**config.mk**
```make
export PLATFORM = sky130hd
export DESIGN_NAME = bernoulli_gen
export DESIGN_NICKNAME = d
export VERILOG_FILES = /design/src/rtl/bern_pkg.sv /design/src/rtl/bern_lfsr_leap.sv /design/src/rtl/bern_cmp.sv /design/src/rtl/bernoulli_gen.sv
export SDC_FILE = /design/constraint.sdc
export NUM_CORES = 1
export LEC_CHECK = 0
export ABC_AREA = 0
export BUFFER_PORTS_ARGS = -buffer_cell sky130_fd_sc_hd__buf_2
export CAP_MARGIN = 20
export CORE_MARGIN = 10
export CORE_UTILIZATION = 47
export DETAILED_ROUTE_END_ITERATION = 16
export PLACE_DENSITY = 0.76
export SLEW_MARGIN = 30
export SYNTH_ARGS = -nofsm -noshare
export SYNTH_HDL_FRONTEND = slang
export SYNTH_HIERARCHICAL = 1
export SYNTH_SLANG_ARGS = --single-unit
```
**constraint.sdc**
```tcl
create_clock -name clk -period 1.51 [get_ports clk]
set_input_delay 0.302 -clock clk [delete_from_list [all_inputs] [get_ports clk]]
set_output_delay 0.302 -clock clk [all_outputs]
set_load 0.03 [all_outputs]
```
**src/rtl/bern_pkg.sv**
```systemverilog
package bern_pkg;
   localparam int          BERN_DEF_WORD_W     = 20;
   localparam logic [19:0] BERN_DEF_TAPS       = 20'h90000;
   localparam logic [19:0] BERN_DEF_RESET_SEED = 20'hB3C2D;
   localparam logic [19:0] BERN_DEF_ZERO_SUB   = 20'h5A5A5;
endpackage

```
**src/rtl/bern_lfsr_leap.sv**
```systemverilog
module bern_lfsr_leap #(
   parameter int               W          = 20,
   parameter int               STEPS      = 20,
   parameter logic [W-1:0]     TAPS       = 20'h90000,
   parameter logic [W-1:0]     RESET_SEED = 20'hB3C2D,
   parameter logic [W-1:0]     ZERO_SUB   = 20'h5A5A5
) (
   input  logic         clk,
   input  logic         rst_n,
   input  logic         advance,
   input  logic         load,
   input  logic [W-1:0] seed,
   output logic [W-1:0] word
);
   logic [W-1:0] word_next;
   logic [W-1:0] seed_fixed;

   generate
      if (STEPS == 1) begin : g_single
         always_comb word_next = {word[W-2:0], ^(word & TAPS)};
      end else begin : g_leap
         always_comb begin
            logic [W-1:0] s;
            s = word;
            for (int k = 0; k < STEPS; k++) begin
               s = {s[W-2:0], ^(s & TAPS)};
            end
            word_next = s;
         end
      end
   endgenerate

   assign seed_fixed = (seed == '0) ? ZERO_SUB : seed;

   always_ff @(posedge clk or negedge rst_n) begin
      if (!rst_n)       word <= RESET_SEED;
      else if (load)    word <= seed_fixed;
      else if (advance) word <= word_next;
   end
endmodule

```
**src/rtl/bern_cmp.sv**
```systemverilog
module bern_cmp #(
   parameter int W = 20
) (
   input  logic         clk,
   input  logic         rst_n,
   input  logic         en,
   input  logic [W-1:0] word,
   input  logic [W-1:0] thresh,
   output logic         bit_out,
   output logic         bit_valid
);
   logic below;
   assign below = (word < thresh);

   always_ff @(posedge clk or negedge rst_n) begin
      if (!rst_n) begin
         bit_out   <= 1'b0;
         bit_valid <= 1'b0;
      end else begin
         bit_valid <= en;
         if (en) bit_out <= below;
      end
   end
endmodule

```
**src/rtl/bernoulli_gen.sv**
```systemverilog
module bernoulli_gen
   import bern_pkg::*;
#(
   parameter int                  WORD_W     = BERN_DEF_WORD_W,
   parameter int                  STEPS      = BERN_DEF_WORD_W,
   parameter logic [WORD_W-1:0]   TAPS       = BERN_DEF_TAPS,
   parameter logic [WORD_W-1:0]   RESET_SEED = BERN_DEF_RESET_SEED,
   parameter logic [WORD_W-1:0]   ZERO_SUB   = BERN_DEF_ZERO_SUB
) (
   input  logic              clk,
   input  logic              rst_n,
   input  logic              en,
   input  logic              seed_load,
   input  logic [WORD_W-1:0] seed,
   input  logic [WORD_W-1:0] thresh,
   output logic              bit_out,
   output logic              bit_valid
);
   localparam int TOP_BIT = WORD_W - 1;

   generate
      if (WORD_W < 2) begin : g_bad_width
         $error("WORD_W must be at least 2");
      end
      if (STEPS < 1) begin : g_bad_steps
         $error("STEPS must be at least 1");
      end
      if (TAPS[TOP_BIT] != 1'b1) begin : g_bad_taps
         $error("TAPS must include the top bit");
      end
      if (RESET_SEED == '0 || ZERO_SUB == '0) begin : g_bad_seed
         $error("RESET_SEED and ZERO_SUB must be nonzero");
      end
   endgenerate

   logic [WORD_W-1:0] lfsr_word;

   bern_lfsr_leap #(
      .W(WORD_W), .STEPS(STEPS), .TAPS(TAPS),
      .RESET_SEED(RESET_SEED), .ZERO_SUB(ZERO_SUB)
   ) u_lfsr (
      .clk(clk), .rst_n(rst_n), .advance(en), .load(seed_load),
      .seed(seed), .word(lfsr_word)
   );

   bern_cmp #(.W(WORD_W)) u_cmp (
      .clk(clk), .rst_n(rst_n), .en(en), .word(lfsr_word),
      .thresh(thresh), .bit_out(bit_out), .bit_valid(bit_valid)
   );
endmodule

```
### Word-level counts from Yosys, hierarchy flattened

Index checks and enable logic that the tools add are counted.

| word-level totals | value |
|---|---|
| word-level logic and storage cells | 29 |
| bits in registers | 22 |
| output and inout bits | 2 |
| input bits | 44 |

| operators by class | value |
|---|---|
| reductions and logical operators | 22 |
| multiplexer cells | 3 |
| order comparisons | 1 |

Operator list:

| cell | count |
|---|---|
| $reduce_xor A20 Y1 | 20 |
| $mux W20 | 3 |
| $logic_not A20 Y1 | 1 |
| $lt A20 B20 Y1 | 1 |
| $reduce_bool A2 Y1 | 1 |

### Logic depth before layout (Yosys ltp)

Gate-level depths: netlist (run 1).

| logic depth | value |
|---|---|
| depth in word-level cells | 4 |
| mapped depth | 6 |
| gate-level depth less buffers | 6 |

### Hierarchy

Netlist (run 1), hierarchy kept.

By module, submodules not included:

| module | times used | seq. area each (µm²) | area an instance (µm²) | cells each |
|---|---|---|---|---|
| bern_lfsr_leap | 1 | 514.2 | 1058.5 | 106 |
| bern_cmp | 1 | 50.0 | 551.8 | 71 |

### Least setup slack after synthesis (run 1)

OpenSTA, ideal clock, no wires.

| path | value |
|---|---|
| path type | register to register |
| start | register u_lfsr.word[11] |
| end | register u_cmp.bit_out |
| data required time | 1.406 ns |
| buffers on the path | 0 |
| clock period less this slack | 1.640 ns |
| setup time | 0.104 ns |
| cell stages (with the launch flop) | 6 |
| data arrival time | 1.536 ns |
| setup slack | -0.130 ns |
| cell sequence | dfstp_2 > ha_1 > a21oi_2 > o21ai_1 > a2111o_1 > a221oi_1 |

| on the way | value |
|---|---|
| cells in the longest elaborated chain, start to end | 1 |

RTL lines:

| item | line | RTL |
|---|---|---|
| start, declared | bern_lfsr_leap.sv:13 | `output logic [W-1:0] word` |
| start signal, assigned | bern_lfsr_leap.sv:37 | `else if (load) word <= seed_fixed;` |
| start signal, assigned | bern_lfsr_leap.sv:38 | `else if (advance) word <= word_next;` |
| $lt A20 B20 Y1 | bern_cmp.sv:13 | `assign below = (word < thresh);` |
| end signal, assigned | bern_cmp.sv:21 | `if (en) bit_out <= below;` |
| end, declared | bern_cmp.sv:9 | `output logic bit_out,` |

Every way passes these cells.
A chain may end at the register's enable or synchronous reset.

### Worst setup path after layout (run 1)

| path | value |
|---|---|
| start | register u_lfsr.word[13] |
| end | register u_cmp.bit_out |

The elaborated chain is that of the path after synthesis.

==> summary.md, run 1 <==
| Metric | Value |
|---|---|
| Number of port buffers | between 40 and 50 |
| Internal reg-to-reg setup slack | -0.18 ns |
| Hold path start | seed[12] |
| Routed WL | 4410 um |
| Clk sink count | 22 |
| Initial antenna violation count | 0 |
| LEAKAGE | about 1.1 nW |
| Crit path DAT | between 1.5 and 2 ns |
| Max-cap viol count | 0 |
| Worst slew pin tran | 0.499 ns |
| Worst Hold End | u_lfsr/word[12] |
| CP max FO | 2 |
| Final Hold Vio Count | 0 |
| Overflow after GRT | 0 |
| # setup viols final | 1 |
| Final Max Slew Viols | 0 |
| Worst Hold Slack | about 0.18 ns |
| # DRC | 0 |
| Post-Syn Instances | around 180 |
| Die height | between 70 and 80 um |
| Die Area | 6170 sq um |
| CP Capture Type | flop |
| Netlist Area Pre-Place | 1610 sq um |
| Unique masters post-synth | 30 |
| Pwr per Cell Area | 948 nW/um^2 |
| Worst R2R End | u_cmp/bit_out |
| Reg2Reg Launch Point | u_lfsr/word[13] |
| Vias | 1494 |
| Fillers | 278 |
| Area growth syn-to-layout | 42.6% |
| Num rows | 21 |
| CTS H-tree depth | 1 |
| ANT nets after route | 0 |
| Share of cells above drive strength 1 | 0.464 |
| Nets@finish | between 300 and 400 |
| Clk pin slew, worst setup/hold paths | 0.14 ns |
| RSZ-0062 raised after global routing | yes |
| Worst Setup Slack, final | -0.180 ns |
| DR pass1 iterations | 4 |
| Core area | roughly 3300 sq um |
| Worst endpoint required time | between 1.5 and 2 ns |
| # diodes | 0 |
| Sequential share of the synthesized area | 0.350 |
| Clk buf depth | 2 |
| CTS tree | yes |
| Routability cong. | slightly above 0.8 |
| Vias in the first global route | around 1600 |
| Period utilization | 1.12 |
| Synth warn | 6 |
| Worst slew margin | 0.667 |
| CTS Buf Count | 3 |
| Area of the multi-input gates | roughly 1100 sq um |
| Flip-flop and latch area | about 560 sq um |
| Failing checks | setup timing |
| Iteration-0 DRC Markers | 92 |
| Seq cells post-synth | 22 |
| Clock Latency Late Sink | ~0.33 ns |
| DP HPWL | around 3300 um |
| CTS root buffer | clkbuf_4 |
| Crit path launch type | flop |
| Final Skew | around 0.015 ns |
| Status | complete, but fails checks |
| Synth Net Count | 240 |
| Hold Crit Depth | 3 |
| Avg Cell Area, Syn | a little over 9 sq um |
| Largest net degree at the start of global routing | 23 |
| Critical path class | reg2reg |
| Initial Utilization | 0.486 |
| Final Critical Period | 1.69 ns |
| Vias/cell | 5.01 |
| Fmax | 592 MHz |
| # IOs | 46 |
| Hold Crit Class | in2reg |
| First-pass GRT wire length | about 7300 um |
| GRT Util Overall | 0.144 |
| Total power | ~2.2 mW |
| VDD IR max | approximately 0.65 mV |
| Average wire per standard cell | 14.8 um |
| R2R depth | 5 |
| Die width | about 80 um |
==> worst max-delay path, cell delays in order, from the launching register on <==
cell	delay (ns)
dfstp_2	0.59
ha_4	0.20
nand4_1	0.11
nor2_1	0.06
a2111o_1	0.42
a221oi_2	0.23
==> cells in the final DEF (no fill, tap or decap), types with 4 or more instances in the layout <==
master,instances
inv_1,20
xnor2_1,10
a21oi_1,4
ha_1,11
buf_2,45
xor2_1,13
nand2_1,35
ha_4,8
dfstp_2,11
o21ai_0,10
o22a_2,9
buf_4,30
dfrtp_1,11
nor4_1,4
==> repair_timing <==
action                     4_1_cts  5_1_grt
hold buffers                     1        0
hold endpoints to repair        11        0
setup endpoints to repair        1        1
setup buffers                    3        0
pin swaps                        7        3
resized for setup                6        3
==> how the worst max path moves through the flow <==
| stage | from | end | slack (ns) | cells past startpoint |
|---|---|---|---|---|
| floorplan | u_lfsr/word[2] | u_cmp/bit_out | -0.11 | 5 |
| global placement | thresh[5] | u_cmp/bit_out | -0.18 | 7 |
| detailed placement | thresh[5] | u_cmp/bit_out | -0.19 | 7 |
| CTS | u_lfsr/word[12] | u_cmp/bit_out | -0.16 | 5 |
| global route | u_lfsr/word[2] | u_cmp/bit_out | -0.23 | 5 |
| finish | u_lfsr/word[13] | u_cmp/bit_out | -0.18 | 5 |
==> final cells by class <==
class,count,share of cell area
multi-input cells,130,0.473
well taps,46,0.0251
inverters,20,0.0327
clock buffers,3,0.00981
clock inverters,1,0.0131
repair buffers,76,0.201
flip-flops and latches,22,0.246
==> synth_stat cells <==
cell	number	area (sq um)
or3_2	1	7.51
nor4_1	5	31.3
a21oi_2	3	26.3
xor2_1	13	114
ha_1	19	238
a21oi_1	4	20.0
a21boi_1	1	7.51
nand2b_1	2	12.5
a221oi_1	1	8.76
o21ai_0	10	50.1
o221ai_1	1	8.76
clkbuf_1	5	18.8
nand3_1	3	15.0
dfrtp_1	11	275
a211o_1	1	8.76
o22a_1	1	8.76
nor4_2	1	12.5
or2b_1	1	7.51
inv_1	20	75.1
a2111o_1	1	11.3
o22a_2	9	90.1
a31oi_1	1	6.26
xnor2_1	10	87.6
nand2_1	35	131
dfstp_2	11	289
o21ai_1	1	5.00
o21ai_4	1	16.3
nor2_1	2	7.51
nand4_1	2	12.5
a21o_1	1	7.51
==> kinds of logic (layout without fill, tap and decap cells) <==
group | after synthesis | count (layout) | synth area share
fa+ha+maj | 19 | 19 | 0.148
simple gates | 52 | 52 | 0.148
buf+inv | 25 | 100 | 0.0583
flops | 22 | 22 | 0.350
xor+xnor | 23 | 23 | 0.125
compound gates | 36 | 36 | 0.171
==> stage by stage <==
step	utilization	area, sq um	setup slack [ns]	instances	TNS, ns
floorplan	-	1650	-0.114	177	-0.114
global placement	0.639	2110	-0.177	290	-0.532
detailed placement	0.639	2110	-0.190	290	-0.617
CTS	0.685	2270	-0.159	298	-0.159
global route	0.694	2300	-0.233	298	-0.233
finish	0.694	2300	-0.180	298	-0.180
==> flip-flops by register name (all words and copies together) (netlist names) <==
signal           count
u_lfsr/word         20
u_cmp/bit_valid      1
u_cmp/bit_out        1
==> per-layer routing <==
metal  track usage  part of all wire
met1         0.178              0.44
met2         0.243              0.49
met3        0.0273             0.049
met4        0.0538             0.020
met5             0                 0
==> where the power goes <==
part | total [mW] | internal, mW | switching [mW]
sequential | 0.799 | 0.718 | 0.0808
clock | 0.472 | 0.269 | 0.203
combinational | 0.905 | 0.491 | 0.414
No activity file was read; power rests on OpenSTA's default activity.
==> inputs of run 2 (changes only) <==
--- a/config.mk
+++ b/config.mk
@@ -5,13 +5,13 @@
 export SDC_FILE = /design/constraint.sdc
 export NUM_CORES = 1
 export LEC_CHECK = 0
-export ABC_AREA = 0
+export ABC_AREA = 1
 export BUFFER_PORTS_ARGS = -buffer_cell sky130_fd_sc_hd__buf_2
 export CAP_MARGIN = 20
 export CORE_MARGIN = 10
-export CORE_UTILIZATION = 47
+export CORE_UTILIZATION = 49
 export DETAILED_ROUTE_END_ITERATION = 16
-export PLACE_DENSITY = 0.76
+export PLACE_DENSITY_LB_ADDON = 0.25
 export SLEW_MARGIN = 30
 export SYNTH_ARGS = -nofsm -noshare
 export SYNTH_HDL_FRONTEND = slang
==> summary.md, run 2 <==
| Metric | Value |
|---|---|
| Routability cong. | 0.803 (-2.2%) |
| Worst R2R End | u_cmp/bit_out |
| Sequential share of the synthesized area | 0.291 (-0.0598) |
| Crit path DAT | 1.59 ns (-0.36 ns) |
| Largest net degree at the start of global routing | 23 (unchanged) |
| Die width | 83.0 um (+5.6%) |
| # diodes | 0 (unchanged) |
| Yosys top cell by area | nand2_1 |
| Largest family of logic cells by synthesized area | simple AND/OR/NAND/NOR gates |
| Compound-Gate Fraction of Synth Area | 0.108 (-0.0627) |
| Vias/cell | 4.96 (-1.1%) |
| Seq cells post-synth | 22 (unchanged) |
| Number of port buffers | 45 (unchanged) |
| Clk pin slew, worst setup/hold paths | 0.09 ns (-0.05 ns) |
| Simple-gate area share of the yosys netlist | 0.321 (+0.173) |
| Clock Latency Late Sink | 0.26 ns (-0.07 ns) |
| Critical path class | reg2reg |
| Fmax | 701 MHz (+18%) |
| Final Skew | 0.00300 ns (-0.0116 ns) |
| First-pass GRT wire length | 8580 um (+17%) |
| Top cells by area, synth | nand2_1, dfstp_2, dfrtp_1 |
| Final Hold Vio Count | 0 (unchanged) |
| Commonest cells after routing, fill and taps aside | nand2_1, inv_1, buf_2 |
| # IOs | 46 (unchanged) |
| Vias in the first global route | 1819 (+13%) |
| CP dominant cell by count | nand2_1 |
| Reg with most FFs | u_lfsr/word |
| Crit path largest cell delay | 0.57 ns (-0.02 ns) |
| Core area | 3740 sq um (+13%) |
| Regs by FF count | u_lfsr/word: 20 flops, u_cmp/bit_out: 1 flops, u_cmp/bit_valid: 1 flops |
| CP cell instances | ha_4, nand2_2, inv_1, nand2_1, nor2_2, nand2_1, nand2_1, inv_1, nand3_1, nand2_1 |
| Max reg flops | 20 (unchanged) |
| Reg2Reg Launch Point | u_lfsr/word[19] |
| Clk sink count | 22 (unchanged) |
| Iteration-0 DRC Markers | 163 (+77%) |
| Num rows | 22 (+4.8%) |
| Routed WL | 5030 um (+14%) |
| Period utilization | 0.945 (-0.174) |
| Netlist Area Pre-Place | 1940 sq um (+21%) |
| Most common cell after layout, fill and taps aside | nand2_1 |
| CP max-delay cell | dfstp_2 |
| Ys async rst share | 1.00 (unchanged) |
| Post-synth top cells | nand2_1, inv_1, nor2_1 |
| Multiplexer share of the synthesized area | 0 (unchanged) |
| Nets@finish | 397 (+26%) |
| Crit path launch type | flop |
| Initial antenna violation count | 0 (unchanged) |
| Worst endpoint required time | 1.67 ns (-0.10 ns) |
| CTS Buf Count | 3 (unchanged) |
| Internal reg-to-reg setup slack | 0.08 ns (+0.26 ns) |
| VDD IR max | 0.342 mV (-48%) |
| Synth top area share | 0.170 (-0.00938) |
| Post-Syn Instances | 281 (+59%) |
| Pwr per Cell Area | 832 nW/um^2 (-12%) |
| Most frequent cell after synthesis | nand2_1 |
| Area growth syn-to-layout | 22.4% |
| Vias | 1889 (+26%) |
| R2R depth | 10 (+5) |
| CP max FO | 3 (+1) |
| ANT nets after route | 0 (unchanged) |
| DR pass1 iterations | 4 (unchanged) |
| CTS tree | yes |
| Unique masters post-synth | 29 (-3.3%) |
| Worst setup path endpoint | u_cmp/bit_out |
| Overflow after GRT | 0 (unchanged) |
| Worst Hold Slack | 0.00757 ns (-0.175 ns) |
| Post-synthesis xor/xnor area fraction | 0.0271 (-0.0980) |
| LEAKAGE | 1.32 nW (+19%) |
| Avg Cell Area, Syn | 6.91 sq um (-24%) |
| Hold Crit Class | in2async |
| Clk buf depth | 2 (unchanged) |
| CTS root buffer | clkbuf_8 |
| Worst slew margin | 0.649 (-0.0186) |
| Die height | 83.0 um (+5.6%) |
| Total power | 1.98 mW (-9.1%) |
| Adder-cell share of the synthesized area | 0.122 (-0.0252) |
| CTS H-tree depth | 1 (unchanged) |
| Max-cap viol count | 0 (unchanged) |
| Average wire per standard cell | 13.2 um (-11%) |
| Synth Net Count | 344 (+43%) |
| Initial Utilization | 0.519 (+0.0323) |
| CP Capture Type | flop |
| GRT Util Overall | 0.141 (-0.00371) |
| Share of cells above drive strength 1 | 0.294 (-0.170) |
| Final Max Slew Viols | 0 (unchanged) |
| Crit path from | u_lfsr/word[19] |
| Top_reg_cell synth | dfstp_2 |
| Worst slew pin tran | 0.527 ns (+0.0279 ns) |
| Final Critical Period | 1.43 ns (-0.263 ns) |
| Fillers | 381 (+37%) |
| Status | complete, no violations |
| Post-synth EDFFs | 0 (unchanged) |
| # DRC | 0 (unchanged) |
| DP HPWL | 3930 um (+19%) |
| Synth warn | 6 (unchanged) |
| # setup viols final | 0 (-1) |
| Total Negative Setup Slacks | 0 ns (+0.180 ns) |
| Die Area | 6880 sq um (+12%) |
[run 2: cell types whose count changed after synthesis, moves of 11 or more]
cell and change:
a21oi_1 +11, inv_1 +30, nand2_1 +53, nand3_1 +13, nor2_1 +21, xor2_1 -11
[run 2: power by group]
group / internal, mW / switching (mW)
Combinational: 0.321 / 0.421
Sequential: 0.711 / 0.0902
Clock: 0.232 / 0.202
Total: 1.26 / 0.713
[run 2: how the worst min path moves through the flow]
stage / slack (ns) / to / cells past startpoint
after CTS: 0.03 / u_cmp/bit_valid / 1
after floorplan: 0.006 / u_cmp/bit_out / 0
after global routing: 0.03 / u_lfsr/word[9] / 1
after global placement: 0.31 / u_lfsr/word[9] / 1
final: 0.008 / u_lfsr/word[9] / 1
after detailed placement: 0.31 / u_lfsr/word[9] / 1
[run 2: worst max-delay path, delay by kind of cell (launching register included)]
family	cells	cell delay, ns
DFF	1	0.57
and+or+nand+nor	7	0.48
adders and majority gates	1	0.14
buffers and inverters	2	0.13
[run 2: cell families (layout without fill, tap and decap cells)]
kind of cell,after synthesis,in the layout
compound gates,36,36
xor+xnor,6,6
fa+ha+maj,19,19
buf+inv,58,110
flops,22,22
simple gates,140,140
[run 2: metrics by stage]
stage	std cells	utilization	worst slack, ns	cell area, sq um
after floorplan	281	-	0.201	1940
after global placement	374	0.593	0.0779	2220
after detailed placement	374	0.593	0.0396	2220
after CTS	378	0.608	0.0391	2280
after global routing	381	0.635	-0.00889	2380
final	381	0.635	0.0830	2380
[run 2: routing by layer]
layer | track usage | wire, um
met1 | 0.197 | 2380
met5 | 0 | 0
met3 | 0.0293 | 355
met2 | 0.216 | 2260
met4 | 0.0277 | 35
[run 2: timing repair]
item,4_1_cts,5_1_grt
buffers inserted,0,3
hold buffers,0,0
endpoints found under the setup margin,0,1
gates resized for setup,0,14
[run 2: cell type report]
type | instances | area (sq um) | share of cell area
Multi-Input combinational cell | 201 | 1200 | 0.505
Clock buffer | 4 | 55.1 | 0.0232
Timing Repair Buffer | 54 | 293 | 0.123
Tap cell | 48 | 60.1 | 0.0253
Sequential cell | 22 | 566 | 0.238
Inverter | 52 | 203 | 0.0853
==> inputs of run 3 (changes only) <==
--- a/config.mk
+++ b/config.mk
@@ -9,11 +9,9 @@
 export BUFFER_PORTS_ARGS = -buffer_cell sky130_fd_sc_hd__buf_2
 export CAP_MARGIN = 20
 export CORE_MARGIN = 10
-export CORE_UTILIZATION = 49
+export CORE_UTILIZATION = 48
 export DETAILED_ROUTE_END_ITERATION = 16
 export PLACE_DENSITY_LB_ADDON = 0.25
-export SLEW_MARGIN = 30
 export SYNTH_ARGS = -nofsm -noshare
 export SYNTH_HDL_FRONTEND = slang
-export SYNTH_HIERARCHICAL = 1
 export SYNTH_SLANG_ARGS = --single-unit
==> summary.md, run 3 <==
| Metric | Value |
|---|---|
| Commonest cells after routing, fill and taps aside | nand2_1, buf_2, inv_1 |
| Die Area | 6800 sq um (-1.2%) |
| Largest net degree at the start of global routing | 23 (unchanged) |
| Placed insts | 368 (-1.6%) |
| Status | complete, but fails checks |
| Max reg flops | 20 (unchanged) |
| Met3 usage in global routing | 0.0292 (-0.000139) |
| Synth top area share | 0.189 (+0.0184) |
| CTS H-tree depth | 1 (unchanged) |
| Routability cong. | 0.893 (+11%) |
| Most frequent cell after synthesis | nand2_1 |
| Regs by FF count | u_lfsr.word: 20 flops, u_cmp.bit_out: 1 flops, u_cmp.bit_valid: 1 flops |
| Ys async rst share | 1.00 (unchanged) |
| Int Pwr | 1.31 mW (+3.4%) |
| Num rows | 22 (unchanged) |
| Vias | 1841 (-2.5%) |
| Vias in the first global route | 1789 (-1.6%) |
| Reg with most FFs | u_lfsr.word |
| Iteration-0 DRC Markers | 105 (-36%) |
| Overflow after GRT | 0 (unchanged) |
| Final Max Slew Viols | 0 (unchanged) |
| Sequential share of the synthesized area | 0.301 (+0.0109) |
| Busiest grt layer | met2 |
| Area growth syn-to-layout | 23.8% |
| Fmax | 704 MHz (+0.43%) |
| Clock power frac | 0.192 (-0.028) |
| Netlist Area Pre-Place | 1870 sq um (-3.6%) |
| Synth warn | 0 (-6) |
| Final non-filler cell total | 377 (-1.0%) |
| Flip-flop and latch area | 564 sq um (-0.22%) |
| GR Layer Usage met1 | 0.198 (+0.000897) |
| Initial antenna violation count | 0 (unchanged) |
| Fillers | 354 (-7.1%) |
| Area of the multi-input gates | 1150 sq um (-4.3%) |
| CTS Buf Count | 3 (unchanged) |
| Final Critical Period | 1.42 ns (-0.00612 ns) |
| Most common cell after layout, fill and taps aside | nand2_1 |
| CP cell instances | ha_4, nand2_1, nor2_2, nand2_1, nor2_1, nand2_1, nand3_1, nand2_1 |
| Top_reg_cell synth | dfstp_2 |
| Sw Ratio | 0.362 (+0.00139) |
| Yosys top cell by area | nand2_1 |
| CTS tree | yes |
| Count of hold-fix buffers inserted at cts | 0 (unchanged) |
| Crit path DAT | 1.59 ns (about the same) |
| Crit path largest cell delay | 0.59 ns (+0.02 ns) |
| Final Skew | 0.00318 ns (+0.000173 ns) |
| Die width | 82.4 um (-0.61%) |
| Core area | 3720 sq um (-0.74%) |
| Initial Utilization | 0.504 (-0.0150) |
| CP Capture Type | flop |
| LEAKAGE | 1.29 nW (-2.0%) |
| Average wire per standard cell | 12.9 um (-2.5%) |
| Worst endpoint required time | 1.68 ns (about the same) |
| Crit path from | u_lfsr.word[19] |
| Number of port buffers | 45 (unchanged) |
| Max-cap viol count | 0 (unchanged) |
| Avg Cell Area, Syn | 6.88 sq um (-0.42%) |
| Unique masters post-synth | 31 (+6.9%) |
| Total Negative Setup Slacks | 0 ns (unchanged) |
| Reg2Reg Launch Point | u_lfsr.word[19] |
| VDD IR max | 0.506 mV (+48%) |
| Sequential power share | 0.409 (+0.004) |
| Final Hold Vio Count | 2 (+2) |
| Synth Net Count | 335 (-2.6%) |
| Comb pwr share | 0.399 (+0.024) |
| Routed WL | 4860 um (-3.5%) |
| Seq cells post-synth | 22 (unchanged) |
| Crit path launch type | flop |
| Switching pwr | 0.741 mW (+4.0%) |
| Clk sink count | 22 (unchanged) |
| GRT Util Overall | 0.153 (+0.0123) |
| Worst slew pin tran | 0.533 ns (+0.00577 ns) |
| # DRC | 0 (unchanged) |
| # setup viols final | 0 (unchanged) |
| CP dominant cell by count | nand2_1 |
| DP HPWL | 3880 um (-1.2%) |
| Failing checks | hold timing |
| Die height | 82.4 um (-0.61%) |
| DR pass1 iterations | 4 (unchanged) |
| Hold Crit Class | in2async |
| CTS root buffer | clkbuf_8 |
| Post-Syn Instances | 272 (-3.2%) |
| CP max FO | 3 (unchanged) |
| Delay-heaviest family, CP | simple AND/OR/NAND/NOR gates |
| Post-synth top cells | nand2_1, inv_1, nor2_1 |
| Clk pin slew, worst setup/hold paths | 0.08 ns (about the same) |
| Worst slew margin | 0.645 (-0.00423) |
| First-pass GRT wire length | 8260 um (-3.7%) |
| Post-synth EDFFs | 0 (unchanged) |
| Met2 Usage GRT | 0.253 (+0.0377) |
| Critical path class | reg2reg |
| Clock Latency Late Sink | 0.27 ns (about the same) |
| Worst Hold Slack | -0.00296 ns (-0.0105 ns) |
| ANT nets after route | 0 (unchanged) |
| CP max-delay cell | dfstp_2 |
| # IOs | 46 (unchanged) |
| Top cells by area, synth | nand2_1, dfstp_2, dfrtp_1 |
| Buf/Inv on CP | 0 (-2) |
| Clk buf depth | 2 (unchanged) |
| Period utilization | 0.941 (-0.00406) |
| Pwr per Cell Area | 884 nW/um^2 (+6.3%) |
| Share of cells above drive strength 1 | 0.277 (-0.0177) |
| Vias/cell | 4.88 (-1.5%) |
| Nets@finish | 393 (-1.0%) |
| # diodes | 0 (unchanged) |
==> run 3: changes by cell type after synthesis, sizes merged, moves of 3 or more <==
cell,change
nor2,+6
xnor2,+6
inv,-11
o21ai,-9
nand2,+3
a21oi,-7
==> run 3: logic make-up after synthesis <==
family,share of synthesized area
AND/OR/NAND/NOR,0.332
buffers and inverters,0.101
AO/OA/AOI/OAI,0.0822
flip-flops,0.301
adder cells (fa/ha/maj),0.127
XOR/XNOR,0.0561
==> run 3: cell type report <==
type	count	area share
clock buffers	4	0.0194
multi-input cells	203	0.496
repair buffers	59	0.148
flip-flops and latches	22	0.244
well taps	48	0.0259
inverters	41	0.0675
==> run 3: per-layer routing <==
| layer | up-vias | share of wire |
|---|---|---|
| li1 | 961 | - |
| met2 | 43 | 0.48 |
| met5 | - | 0 |
| met3 | 4 | 0.065 |
| met1 | 833 | 0.44 |
| met4 | 0 | 0.0091 |
==> run 3: worst paths after layout <==
path	end	slack (ns)	cells after the start
worst max-delay path	u_cmp.bit_out	0.09	8
worst min-delay path	u_cmp.bit_valid	-0.003	1
worst max register to register	u_cmp.bit_out	0.09	8
worst min register to register	u_cmp.bit_out	0.48	2
max in group asynchronous	u_lfsr.word[12]	1.15	1
min in group clk	u_lfsr.word[11]	0.25	3
==> run 3: worst reg2reg max path: stages, from the launching register on <==
cell and delay [ns]:
dfstp_2 0.59, ha_4 0.14, nand2_1 0.06, nor2_2 0.14
nand2_1 0.09, nor2_1 0.12, nand2_1 0.06, nand3_1 0.08
nand2_1 0.05
==> run 3: through the flow <==
stage / cell area, sq um / total power [mW] / hold slack [ns] / util / worst slack, ns
2_1_floorplan: 1870 / 1.35 / 0.00641 / - / 0.177
3_3_place_gp: 2200 / 1.59 / 0.304 / 0.593 / 0.0436
3_5_place_dp: 2200 / 1.61 / 0.311 / 0.593 / 0.0190
4_1_cts: 2250 / 2.00 / 0.0205 / 0.605 / 0.00227
5_1_grt: 2320 / 2.23 / 0.0226 / 0.624 / -0.0261
6_report: 2320 / 2.05 / -0.00296 / 0.624 / 0.0892
==> run 3: power by group through the flow <==
stage          clock network [mW]  registers [mW]  logic, mW
2_1_floorplan                   0           0.844      0.503
3_3_place_gp                    0           0.854      0.738
3_5_place_dp                    0           0.856      0.757
4_1_cts                     0.396           0.846      0.763
5_1_grt                     0.420           0.858      0.952
6_report                    0.393           0.838      0.818
==> run 3: what timing repair did <==
item | in CTS | in global routing
hold endpoints to repair | 0 | 0
endpoints found under the setup margin | 0 | 1
gates resized for setup | 0 | 4
buffers inserted | 0 | 5
